## config.mk

```make
export PLATFORM = sky130hd
export DESIGN_NAME = async_serial_rx
export DESIGN_NICKNAME = d
export VERILOG_FILES = /design/src/rtl/rx_pkg.sv /design/src/rtl/rx_tick_counter.sv /design/src/rtl/rx_frame_ctrl.sv /design/src/rtl/rx_result_reg.sv /design/src/rtl/async_serial_rx.sv
export SDC_FILE = /design/constraint.sdc
export NUM_CORES = 1
export LEC_CHECK = 0
export ABC_AREA = 0
export BUFFER_PORTS_ARGS = -buffer_cell sky130_fd_sc_hd__buf_4
export CORE_MARGIN = 2
export CORE_UTILIZATION = 35
export CTS_CLUSTER_SIZE = 14
export DETAILED_ROUTE_END_ITERATION = 7
export GPL_TIMING_DRIVEN = 0
export PLACE_DENSITY_LB_ADDON = 0.15
export SLEW_MARGIN = 10
export SYNTH_ARGS = -nofsm -noshare
export SYNTH_HDL_FRONTEND = slang
export SYNTH_SLANG_ARGS = --single-unit
```

## constraint.sdc

```tcl
create_clock -name clk -period 4.4 [get_ports clk]
set_clock_uncertainty 0.15 [all_clocks]
set_input_delay 0.22 -clock clk [delete_from_list [all_inputs] [get_ports clk]]
set_output_delay 0.22 -clock clk [all_outputs]
set_load 0.01 [all_outputs]
```

## src/rtl/rx_pkg.sv

```systemverilog
package rx_pkg;
  localparam int MAX_BITS = 8;
  localparam int MIN_BITS = 5;
  localparam int IDX_W    = $clog2(MAX_BITS);
  localparam int NB_W     = IDX_W + 1;

  typedef enum logic [1:0] {
    PAR_OFF  = 2'd0,
    PAR_EVEN = 2'd1,
    PAR_ODD  = 2'd2,
    PAR_OFF2 = 2'd3
  } parity_e;

  typedef enum logic [2:0] {
    ST_IDLE,
    ST_START,
    ST_DATA,
    ST_PAR,
    ST_STOP
  } rx_state_e;
endpackage

```

## src/rtl/rx_tick_counter.sv

```systemverilog
module rx_tick_counter #(
  parameter int OSR = 16
) (
  input  logic clk,
  input  logic rst_n,
  input  logic tick,
  input  logic clr,
  output logic half_hit,
  output logic full_hit
);
  localparam int CW   = $clog2(OSR);
  localparam int HALF = OSR / 2;

  logic [CW-1:0] cnt_q, cnt_d;

  always_comb begin
    cnt_d = cnt_q;
    if (clr)       cnt_d = '0;
    else if (tick) cnt_d = cnt_q + CW'(1);
  end

  always_ff @(posedge clk or negedge rst_n) begin
    if (!rst_n) cnt_q <= '0;
    else        cnt_q <= cnt_d;
  end

  assign half_hit = (cnt_q == CW'(HALF - 1));
  assign full_hit = (cnt_q == CW'(OSR - 1));
endmodule

```

## src/rtl/rx_frame_ctrl.sv

```systemverilog
module rx_frame_ctrl
  import rx_pkg::*;
#(
  parameter int OSR = 16
) (
  input  logic                clk,
  input  logic                rst_n,
  input  logic                tick,
  input  logic                line_i,
  input  logic [1:0]          len_i,
  input  logic [1:0]          par_i,
  output logic                done_o,
  output logic [MAX_BITS-1:0] data_o,
  output logic                perr_o,
  output logic                ferr_o
);
  rx_state_e           st_q, st_d;
  logic [MAX_BITS-1:0] shreg_q, shreg_d;
  logic [IDX_W-1:0]    idx_q, idx_d;
  logic                acc_q, acc_d;
  logic                perr_q, perr_d;
  logic [1:0]          len_q, len_d;
  parity_e             par_q, par_d;
  logic                clr, half_hit, full_hit;
  logic [NB_W-1:0]     nbits;
  logic                last_bit, par_on, sample;

  rx_tick_counter #(.OSR(OSR)) u_cnt (
    .clk      (clk),
    .rst_n    (rst_n),
    .tick     (tick),
    .clr      (clr),
    .half_hit (half_hit),
    .full_hit (full_hit)
  );

  assign nbits    = {{(NB_W-2){1'b0}}, len_q} + NB_W'(MIN_BITS);
  assign last_bit = ({1'b0, idx_q} == (nbits - NB_W'(1)));
  assign par_on   = (par_q == PAR_EVEN) || (par_q == PAR_ODD);
  assign sample   = tick && full_hit;

  always_comb begin
    st_d    = st_q;
    shreg_d = shreg_q;
    idx_d   = idx_q;
    acc_d   = acc_q;
    perr_d  = perr_q;
    len_d   = len_q;
    par_d   = par_q;
    clr     = 1'b0;
    done_o  = 1'b0;
    unique case (st_q)
      ST_IDLE: begin
        len_d   = len_i;
        par_d   = parity_e'(par_i);
        shreg_d = '0;
        idx_d   = '0;
        acc_d   = 1'b0;
        perr_d  = 1'b0;
        clr     = !(tick && !line_i);
        if (tick && !line_i) st_d = ST_START;
      end
      ST_START: begin
        if (tick && line_i) begin
          clr  = 1'b1;
          st_d = ST_IDLE;
        end else if (tick && half_hit) begin
          clr  = 1'b1;
          st_d = ST_DATA;
        end
      end
      ST_DATA: begin
        if (sample) begin
          clr            = 1'b1;
          shreg_d[idx_q] = line_i;
          acc_d          = acc_q ^ line_i;
          idx_d          = idx_q + IDX_W'(1);
          if (last_bit) st_d = par_on ? ST_PAR : ST_STOP;
        end
      end
      ST_PAR: begin
        if (sample) begin
          clr    = 1'b1;
          perr_d = ((acc_q ^ line_i) != (par_q == PAR_ODD));
          st_d   = ST_STOP;
        end
      end
      ST_STOP: begin
        if (sample) begin
          clr    = 1'b1;
          done_o = 1'b1;
          st_d   = ST_IDLE;
        end
      end
      default: st_d = ST_IDLE;
    endcase
  end

  always_ff @(posedge clk or negedge rst_n) begin
    if (!rst_n) begin
      st_q    <= ST_IDLE;
      shreg_q <= '0;
      idx_q   <= '0;
      acc_q   <= 1'b0;
      perr_q  <= 1'b0;
      len_q   <= '0;
      par_q   <= PAR_OFF;
    end else begin
      st_q    <= st_d;
      shreg_q <= shreg_d;
      idx_q   <= idx_d;
      acc_q   <= acc_d;
      perr_q  <= perr_d;
      len_q   <= len_d;
      par_q   <= par_d;
    end
  end

  assign data_o = shreg_q;
  assign perr_o = perr_q;
  assign ferr_o = !line_i;

  // no tick, no state movement
  assert_tick_gated_R3: assert property (@(posedge clk) disable iff (!rst_n)
    !tick |=> $stable(st_q));
  // a high level during start validation aborts the character
  assert_glitch_abort_R4: assert property (@(posedge clk) disable iff (!rst_n)
    (st_q == ST_START && tick && line_i) |=> (st_q == ST_IDLE));
  // captured format is frozen while a character is in flight
  assert_cfg_frozen_R10: assert property (@(posedge clk) disable iff (!rst_n)
    (st_q != ST_IDLE) |=> (st_q == ST_IDLE) || ($stable(len_q) && $stable(par_q)));
  // nothing above the character length at completion
  assert_upper_zero_R9: assert property (@(posedge clk) disable iff (!rst_n)
    done_o |-> ((shreg_q >> nbits) == '0));
endmodule

```

## src/rtl/rx_result_reg.sv

```systemverilog
module rx_result_reg
  import rx_pkg::*;
(
  input  logic                clk,
  input  logic                rst_n,
  input  logic                done_i,
  input  logic [MAX_BITS-1:0] data_i,
  input  logic                perr_i,
  input  logic                ferr_i,
  input  logic                rd_i,
  output logic [MAX_BITS-1:0] data_o,
  output logic                valid_o,
  output logic                perr_o,
  output logic                ferr_o,
  output logic                ovr_o
);
  logic valid_d, ovr_d;

  always_comb begin
    valid_d = valid_o;
    ovr_d   = ovr_o;
    if (rd_i) begin
      valid_d = 1'b0;
      ovr_d   = 1'b0;
    end
    if (done_i) begin
      valid_d = 1'b1;
      ovr_d   = (valid_o && !rd_i) || (ovr_o && !rd_i);
    end
  end

  always_ff @(posedge clk or negedge rst_n) begin
    if (!rst_n) begin
      valid_o <= 1'b0;
      ovr_o   <= 1'b0;
    end else begin
      valid_o <= valid_d;
      ovr_o   <= ovr_d;
    end
  end

  always_ff @(posedge clk or negedge rst_n) begin
    if (!rst_n) begin
      data_o <= '0;
      perr_o <= 1'b0;
      ferr_o <= 1'b0;
    end else if (done_i) begin
      data_o <= data_i;
      perr_o <= perr_i;
      ferr_o <= ferr_i;
    end
  end

  // a read without a simultaneous completion drops the flag
  assert_read_clears_R8: assert property (@(posedge clk) disable iff (!rst_n)
    (rd_i && !done_i) |=> !valid_o);
  // overrun only appears over unread data
  assert_overrun_cause_R7: assert property (@(posedge clk) disable iff (!rst_n)
    $rose(ovr_o) |-> $past(valid_o));
endmodule

```

## src/rtl/async_serial_rx.sv

```systemverilog
module async_serial_rx #(
  parameter int OSR = 16
) (
  input  logic       clk,
  input  logic       rst_n,
  input  logic       sample_tick,
  input  logic       rx_line,
  input  logic [1:0] cfg_len,
  input  logic [1:0] cfg_parity,
  input  logic       rd_strobe,
  output logic [7:0] rx_data,
  output logic       rx_valid,
  output logic       parity_err,
  output logic       frame_err,
  output logic       overrun
);
  logic       done;
  logic [7:0] fr_data;
  logic       fr_perr, fr_ferr;

  rx_frame_ctrl #(.OSR(OSR)) u_frame (
    .clk    (clk),
    .rst_n  (rst_n),
    .tick   (sample_tick),
    .line_i (rx_line),
    .len_i  (cfg_len),
    .par_i  (cfg_parity),
    .done_o (done),
    .data_o (fr_data),
    .perr_o (fr_perr),
    .ferr_o (fr_ferr)
  );

  rx_result_reg u_out (
    .clk     (clk),
    .rst_n   (rst_n),
    .done_i  (done),
    .data_i  (fr_data),
    .perr_i  (fr_perr),
    .ferr_i  (fr_ferr),
    .rd_i    (rd_strobe),
    .data_o  (rx_data),
    .valid_o (rx_valid),
    .perr_o  (parity_err),
    .ferr_o  (frame_err),
    .ovr_o   (overrun)
  );
endmodule

```

Word-level counts from Yosys, hierarchy flattened
Cells that the tools add are included.

cells by class
  add/subtract/negate cells = 4
  $mul = 0
  divide/modulo/power cells = 0
  order comparisons = 2
  eq/ne operators = 16
  shift operators = 0
  mux-type cells = 30
  bitwise operators = 1
  reductions and logical operators = 21

operator list
  cell                 count
  $mux 3               9
  $pmux 8 s2           1
  $pmux 3 s5           1
  $mux 1               10
  $ne 2x1->1 const B   5
  $bwmux 8             1
  $mux 4               2
  $mux 8               1
  $reduce_bool 2->1    4
  $logic_and 1x1->1    7
  $eq 3x2->1 const B   2
  $pmux 3 s2           1
  $reduce_and 6->1     1
  $add 2x3->4 const B  1
  $add 4x1->4 const B  1
  $eq 3x4->1           1
  $eq 4x3->1 const B   1
  $eq 4x4->1 const B   1
  $lt 3x4->1 const B   1
  $pmux 1 s2           2
  $reduce_and 2->1     2
  $sub 4x1->4 const B  1
  $add 3x1->3 const B  1
  $demux 1 s3          1
  other kinds (13)     16

word-level totals
  register bits = 36
  bits in latches = 0
  memory bits (writable) = 0
  memory bits (read-only) = 0
  word-level logic and storage cells = 87
  memories = 0

Longest topological paths before layout
Gate-level depths: netlist (run 1).

  word-level depth = 7
  depth in mapped cells = 6
  gate-level depth less buffers = 6

By module
A second synthesis (run 1) with hierarchy kept.

unflattened totals
  cells, all modules = 169
  area, all modules = 1854.3 um^2

by module, submodules not included
  module           times used  cells each  area an instance (um^2)
  rx_frame_ctrl    1           123         1172.4
  rx_result_reg    1           27          475.5
  rx_tick_counter  1           19          206.4

Least setup slack after synthesis (run 1)
No wires, ideal clock.

  path type = reg2reg
  start point = register u_frame.u_cnt.cnt_q[0]
  end point = register u_out.data_o[4]
  setup time = 0.127 ns
  arrival = 1.387 ns
  required time = 4.123 ns
  setup slack = 2.736 ns
  stages on the path, launching flop included = 6
  buffers on the path = 1
  clock period less this slack = 1.664 ns
  path through = dfrtp_1 -> ha_1 -> and4_4 -> nand3_4 -> buf_6 -> mux2_1

on the way
  word-level cells in the longest chain between the ends = 4

RTL lines
  element                 RTL line               source
  from (decl)             rx_tick_counter.sv:14  logic [CW-1:0] cnt_q, cnt_d;
  from (signal assigned)  rx_tick_counter.sv:24  else cnt_q <= cnt_d;
  $eq 4x4->1              rx_tick_counter.sv:28  assign full_hit = (cnt_q == CW'(OSR - 1));
  $logic_and 1x1->1       rx_frame_ctrl.sv:40    assign sample = tick && full_hit;
  $mux 1                  rx_frame_ctrl.sv:89    if (sample) begin
  $mux 1                  rx_frame_ctrl.sv:52    unique case (st_q)
  to (signal assigned)    rx_result_reg.sv:48    data_o <= data_i;
  to (decl)               rx_result_reg.sv:11    output logic [MAX_BITS-1:0] data_o,

No other way between the ends.
A chain may end at the register's enable or synchronous reset.

Worst setup path in the final report (run 1)
  start point = register u_frame.st_q[1]
  end point = register u_frame.st_q[0]

on the way
  word-level cells in the longest chain between the ends = 3
  elaborated cells on any way between the ends = 13

RTL lines
  element                                                    RTL line              source
  from (decl)                                                rx_frame_ctrl.sv:17   rx_state_e st_q, st_d;
  from (signal assigned)                                     rx_frame_ctrl.sv:109  st_q <= st_d;
  $eq 3x1->1 (tied with other cells)                         rx_frame_ctrl.sv:52
  $ne 3x1->1 (no source line) or $ne 2x1->1 (tied branches)  n/a
  $reduce_and 6->1 (no source line)                          n/a

Several ways; a longest one is shown, not always the timed one.

==> results of run 1 <==
## power breakdown
group	leakage [nW]	total, mW	internal [mW]	switching (mW)
logic	0.545	0.458	0.195	0.263
clock network	0.0645	0.318	0.200	0.118
registers	0.483	0.451	0.401	0.0498
total	1.09	1.23	0.795	0.431
## metal layers
layer | share of wire | global-route usage | vias to the layer above
li1 | - | - | 648
met1 | 0.48 | 0.1817 | 627
met2 | 0.46 | 0.2214 | 26
met3 | 0.041 | 0.04286 | 7
met4 | 0.015 | 0.05455 | 0
met5 | 0 | 0 | -
## sequential cells by signal, summed over array words and instances, names as in the netlist
name and flops:
u_out.data_o 8, u_frame.len_q 2, u_out.perr_o 1, u_out.ferr_o 1, u_frame.st_q 3, u_frame.perr_o 1, u_frame.par_q 2, u_out.ovr_o 1
u_frame.u_cnt.cnt_q 4, u_frame.data_o 8, u_out.valid_o 1, u_frame.idx_q 3, u_frame.acc_q 1
## stage by stage
stage | hold slack [ns] | cell area (um2)
6_report | 0.06145 | 2227
5_1_grt | 0.05454 | 2227
4_1_cts | 0.07030 | 2227
3_5_place_dp | 0.05916 | 2041
3_3_place_gp | 0.05262 | 2041
2_1_floorplan | -0.2256 | 1810
## layout by cell type, fill, tap and decap left out, types with 2 or more instances in the layout
cell type      synthesis  final
a21o_1                 2      2
a21oi_1                2      2
buf_2                  4      4
buf_4                  1     20
buf_6                  3      3
clkbuf_8               0      7
dfrtp_1               36     36
dlygate4sd3_1          0      6
ha_1                   3      3
inv_1                  8      8
mux2_1                 4      4
mux2_2                 5      5
mux2i_1                9      9
nand2_1               26     26
nand3_1                6      6
nand3b_1               2      2
nand4_1                6      6
nand4b_1               3      3
nor2_1                11     11
nor2b_1                2      2
o21ai_0                9      9
xnor2_1                4      4
xor2_1                 4      4
## critical path, delay by kind of cell, from the launching register on
kind             cells  cell delay [ns]
AND/OR/NAND/NOR      2             0.57
AO/OA/AOI/OAI        1             0.22
multiplexers         1             0.35
flip-flops           1             0.47
## kinds of logic (layout without fill, tap and decap cells)
kind of cell / Yosys count / after routing / synth area share
buffers and inverters: 17 / 50 / 0.05252
AOI/OAI and AO/OA: 24 / 24 / 0.1002
and+or+nand+nor: 62 / 62 / 0.1845
DFF: 36 / 36 / 0.4976
muxes: 18 / 18 / 0.1057
xor gates and xnor gates: 8 / 8 / 0.03870
adders and majority gates: 3 / 3 / 0.02073
## final cells by class
class	instances	area, um2	area share
repair buffers	25	202.7	0.09101
inverters	8	30.03	0.01348
flip-flops and latches	36	900.9	0.4045
clock buffers	7	96.34	0.04326
clock inverters	1	30.03	0.01348
multi-input cells	115	814.5	0.3657
well taps	70	87.58	0.03933
plain buffers	9	65.06	0.02921
## worst max path at each step
| stage | to | slack, ns | cells after the start |
|---|---|---|---|
| floorplan | u_out.data_o[4]$_DFFE_PN0P_ | 2.74 | 5 |
| global placement | u_frame.data_o[4]$_DFFE_PN0P_ | 2.61 | 5 |
| detailed placement | u_out.data_o[7]$_DFFE_PN0P_ | 2.56 | 5 |
| CTS | u_frame.data_o[4]$_DFFE_PN0P_ | 2.55 | 5 |
| global route | u_frame.data_o[4]$_DFFE_PN0P_ | 2.38 | 5 |
| finish | u_frame.st_q[0]$_DFFE_PN0P_ | 2.53 | 4 |
==> flow_metrics.env, run 1 <==
export IMPL_drcViolationCount=0
export IMPL_io_buffers=19
export IMPL_tightest_slew_ns=0.4619
export IMPL_layout_cells_non_filler=271
export IMPL_vias_per_cell=4.827
export IMPL_cts_hold_buf=6
export IMPL_yosysWarnings=0
export IMPL_grt_pass1_wl_um=6451
export IMPL_ys_flop_type="dfrtp_1"
export IMPL_drive_above_1_share=0.2438
export IMPL_clk_pin_slew_ns=0.07
export IMPL_status="finished clean"
export IMPL_start_kind="flip-flop"
export IMPL_ir_worst_vdd_v=0.0002780
export IMPL_wl_um=3726
export IMPL_htreeDepth=2
export IMPL_clockBufferDepth=2
export IMPL_cts_root_buf="clkbuf_8"
export IMPL_cts_buffers=5
export IMPL_wl_per_cell_um=13.75
export IMPL_post_cts_buffers=0
export IMPL_hold_end="u_out.ferr_o$_DFFE_PN0P_"
export IMPL_ys_ff_latch=36
export IMPL_crit_slowest_cell="dfrtp_1"
export IMPL_dp_cells=257
export IMPL_slew_viol_final=0
export IMPL_setup_violations_final=0
export IMPL_gp_congestion=0.8335
export IMPL_hp_start="rx_line"
export IMPL_cts_tree="built"
export IMPL_syn_inst=168
export IMPL_fmax_mhz=534.3
export IMPL_period_needed_ns=1.872
export IMPL_ant_nets=0
export IMPL_syn2layout_area_growth_pct=23.01
export IMPL_crit_chain="nor3_4, o21ai_0, nand4_1, mux2_2"
export IMPL_critPathArrivalTime_ns=1.90
export IMPL_core_area_um2=5042
export IMPL_yosysUniqueCellTypes=39
export IMPL_rsz0062_at_grt="no"
export IMPL_nNetsFinal=212
export IMPL_worstSetupPathType="reg -> reg"
export IMPL_required_ns=4.43
export IMPL_fin_ws_ns=2.528
export IMPL_pin_count=21
export IMPL_max_slew_margin_rel=0.6920
export IMPL_dp_hpwl_um=2588
export IMPL_ctsResizeCount=0
export IMPL_r2r_start="u_frame.st_q[1]$_DFFE_PN0P_"
export IMPL_n_fill_cell=486
export IMPL_num_antenna_cells=0
export IMPL_synth_area_um2=1810
export IMPL_post_place_ws_ns=2.556
export IMPL_worstReg2RegEnd="u_frame.st_q[0]$_DFFE_PN0P_"
export IMPL_synth_top_area_frac=0.4976
export IMPL_leakage_nw=1.092
export IMPL_hold_class="in -> reg"
export IMPL_netlist_top_cells_count="36 x dfrtp_1, 26 x nand2_1, 11 x nor2_1, 9 x mux2i_1, 9 x o21ai_0"
export IMPL_grt_max_degree=37
export IMPL_synth_nets=180
export IMPL_post_route_util=0.4417
export IMPL_drt_first_pass_iters=4
export IMPL_holdPathStages=2
export IMPL_synth_area_per_cell_um2=10.78
export IMPL_die_width_um=75.92
export IMPL_worstRegToRegCells=4
export IMPL_crit_fanout=7
export IMPL_cts_sinks=36
export IMPL_finalCritPeriodShare=0.4254
export IMPL_rrSetupSlack_ns=2.53
export IMPL_drt_iter0_drc=105
export IMPL_placementRows=26
export IMPL_synth_edf_count=0
export IMPL_antenna_found_initial=0
export IMPL_yosys_area_top_type="dfrtp_1"
export IMPL_ys_async_sr_fraction=1.000
export IMPL_finalHoldViolCount=0
export IMPL_grt_pass1_vias=1361
export IMPL_cap_violations=0
export IMPL_dieArea_um2=5764
export IMPL_tns_ns=0
export IMPL_start_util=0.3591
export IMPL_grt_overflow=0
export IMPL_grt_usage=0.1404
export IMPL_worstSetupStartpoint="u_frame.st_q[1]$_DFFE_PN0P_"
export IMPL_p_total_mw=1.226
export IMPL_yosysMostFrequentCell="dfrtp_1"
export IMPL_cp_end_kind="flip-flop"
export IMPL_vias=1308
export IMPL_synthTopCellsByArea="dfrtp_1 50%, nand2_1 5.4%, mux2i_1 5.0%, mux2_2 3.1%, o21ai_0 2.5%"
export IMPL_die_y_um=75.92
export IMPL_max_stage_delay_ns=0.47
export IMPL_yosysSeqAreaShare=0.4976
export IMPL_powerDensity_nw_per_um2=550.5
export IMPL_clk_latency_ns=0.29
Note: power is estimated with default switching activity, not from simulation.
==> inputs of run 2 (changes only) <==
==> constraint.sdc (replaced) <==
create_clock -name clk -period 1.8 [get_ports clk]
set_clock_uncertainty 0.15 [all_clocks]
set_input_delay 0.09 -clock clk [delete_from_list [all_inputs] [get_ports clk]]
set_output_delay 0.09 -clock clk [all_outputs]
set_load 0.01 [all_outputs]
==> run 2 against run 1 <==
Effect of this change:
- power grew to 2.5 times the previous value
- utilization grew 1.5 points
- combinational power grew to 2.6 times the previous value
- wire length grew 1.1%
- setup slack lost 2.4 ns
- count of clock-buffer cells in the layout is the same
- largest cell class unchanged
- highest routed layer unchanged
==> flow_metrics.env, run 2 (synthesized netlist as in run 1, its figures left out) <==
export IMPL_core_area_um2=5042
export IMPL_start_util=0.3591
export IMPL_dp_cells=257
export IMPL_wl_per_cell_um=13.64
export IMPL_num_antenna_cells=0
export IMPL_rsz0062_at_grt="no"
export IMPL_grt_usage=0.1422
export IMPL_status="finished clean"
export IMPL_worstSetupStartpoint="u_frame.idx_q[1]$_DFFE_PN0P_"
export IMPL_cts_root_buf="clkbuf_8"
export IMPL_post_place_ws_ns=-0.04409
export IMPL_gp_congestion=0.8335
export IMPL_grt_max_degree=37
export IMPL_powerDensity_nw_per_um2=1341
export IMPL_start_kind="flip-flop"
export IMPL_clockBufferDepth=2
export IMPL_period_needed_ns=1.709
export IMPL_required_ns=1.83
export IMPL_multi_input_area_um2=845.8
export IMPL_r2r_start="u_frame.idx_q[1]$_DFFE_PN0P_"
export IMPL_drt_iter0_drc=134
export IMPL_grt_pass1_vias=1366
export IMPL_cap_violations=0
export IMPL_critPathArrivalTime_ns=1.74
export IMPL_max_slew_margin_rel=0.6926
export IMPL_io_buffers=19
export IMPL_fin_ws_ns=0.09124
export IMPL_tightest_slew_ns=0.4611
export IMPL_leakage_nw=1.115
export IMPL_cts_tree="built"
export IMPL_crit_fanout=9
export IMPL_crit_chain="buf_2, xnor2_1, a311oi_4, a211oi_1, mux2_2"
export IMPL_wl_met3_um=180
export IMPL_vias=1349
export IMPL_setup_violations_final=0
export IMPL_vias_per_cell=4.888
export IMPL_cp_end_kind="flip-flop"
export IMPL_cts_sinks=36
export IMPL_route_top_layer_used="met4"
export IMPL_finalHoldViolCount=0
export IMPL_finalCritPeriodShare=0.9493
export IMPL_drcViolationCount=0
export IMPL_grt_pass1_wl_um=6520
export IMPL_clk_pin_slew_ns=0.07
export IMPL_met2_length_um=1756
export IMPL_max_stage_delay_ns=0.38
export IMPL_worstSetupPathType="reg -> reg"
export IMPL_wl_met1_um=1772
export IMPL_placementRows=26
export IMPL_drive_above_1_share=0.2621
export IMPL_wl_um=3766
export IMPL_fmax_mhz=585.2
export IMPL_final_common_cell="dfrtp_1"
export IMPL_top_regs="u_frame.data_o: 8 flops, u_out.data_o: 8 flops, u_frame.u_cnt.cnt_q: 4 flops"
export IMPL_slew_viol_final=0
export IMPL_ir_worst_vdd_v=0.0006642
export IMPL_htreeDepth=2
export IMPL_ant_nets=0
export IMPL_dieArea_um2=5764
export IMPL_cts_buffers=5
export IMPL_antenna_found_initial=0
export IMPL_die_y_um=75.92
export IMPL_drt_first_pass_iters=4
export IMPL_regArea_um2=900.9
export IMPL_layout_cells_non_filler=276
export IMPL_hold_class="in -> async"
export IMPL_dp_hpwl_um=2588
export IMPL_grt_overflow=0
export IMPL_syn2layout_area_growth_pct=27.09
export IMPL_nNetsFinal=217
export IMPL_final_cell_mix="36 x dfrtp_1, 26 x nand2_1, 23 x buf_4"
export IMPL_n_fill_cell=475
export IMPL_pin_count=21
export IMPL_die_width_um=75.92
export IMPL_crit_slowest_cell="dfrtp_1"
export IMPL_clk_latency_ns=0.29
## run 2: final timing paths
path                       slack (ns)                       endpoint  cells after the start
max in group asynchronous        1.03  u_frame.data_o[1]$_DFFE_PN0P_                      2
min                              0.14    u_frame.st_q[0]$_DFFE_PN0P_                      2
min reg2reg                      0.34    u_out.data_o[5]$_DFFE_PN0P_                      1
max                              0.09    u_frame.st_q[0]$_DFFE_PN0P_                      5
max reg2reg                      0.09    u_frame.st_q[0]$_DFFE_PN0P_                      5
min in group clk                 0.34        u_out.ovr_o$_DFFE_PN0P_                      3
## run 2: timing repair
item                                    4_1_cts  5_1_grt
pin swaps                                     1        3
hold buffers                                  8        0
endpoints found under the setup margin        8       16
buffers inserted                              2        1
resized for setup                             3        2
hold endpoints to repair                     44        0
## run 2: critical path, delay by kind of cell (launching register included)
kind / cells / cell delay (ns)
muxes: 1 / 0.27
buffers and inverters: 1 / 0.17
DFF: 1 / 0.38
AOI/OAI and AO/OA: 2 / 0.45
xor gates and xnor gates: 1 / 0.17
## run 2: stage by stage
step	area [um2]	total power, mW	util	TNS [ns]	hold WS [ns]
floorplan	1810	1.908	-	0	-0.3556
global placement	2041	2.183	0.4047	0	-0.07738
detailed placement	2041	2.229	0.4047	-0.1684	-0.07084
CTS	2282	3.096	0.4526	0	0.1681
global route	2301	3.297	0.4563	0	0.1858
finish	2301	3.086	0.4563	0	0.1393
## run 2: routing by layer
metal / track usage / vias to the layer above
met4: 0.05273 / 0
met5: 0 / -
met2: 0.2241 / 40
li1: - / 657
met3: 0.04286 / 7
met1: 0.1857 / 645
## run 2: cell type report
type | instances | share of cell area
sequential | 36 | 0.3915
tap | 70 | 0.03806
inverter | 8 | 0.01305
timing repair buffer | 30 | 0.1066
clock inverter | 1 | 0.01305
clock buffer | 7 | 0.04187
buffer | 9 | 0.02828
multi-input combinational | 115 | 0.3676
## run 2: where the power goes
| part | total [mW] | internal [mW] | switching [mW] |
|---|---|---|---|
| Clock | 0.780 | 0.489 | 0.291 |
| Combinational | 1.19 | 0.526 | 0.668 |
| Sequential | 1.11 | 0.980 | 0.132 |
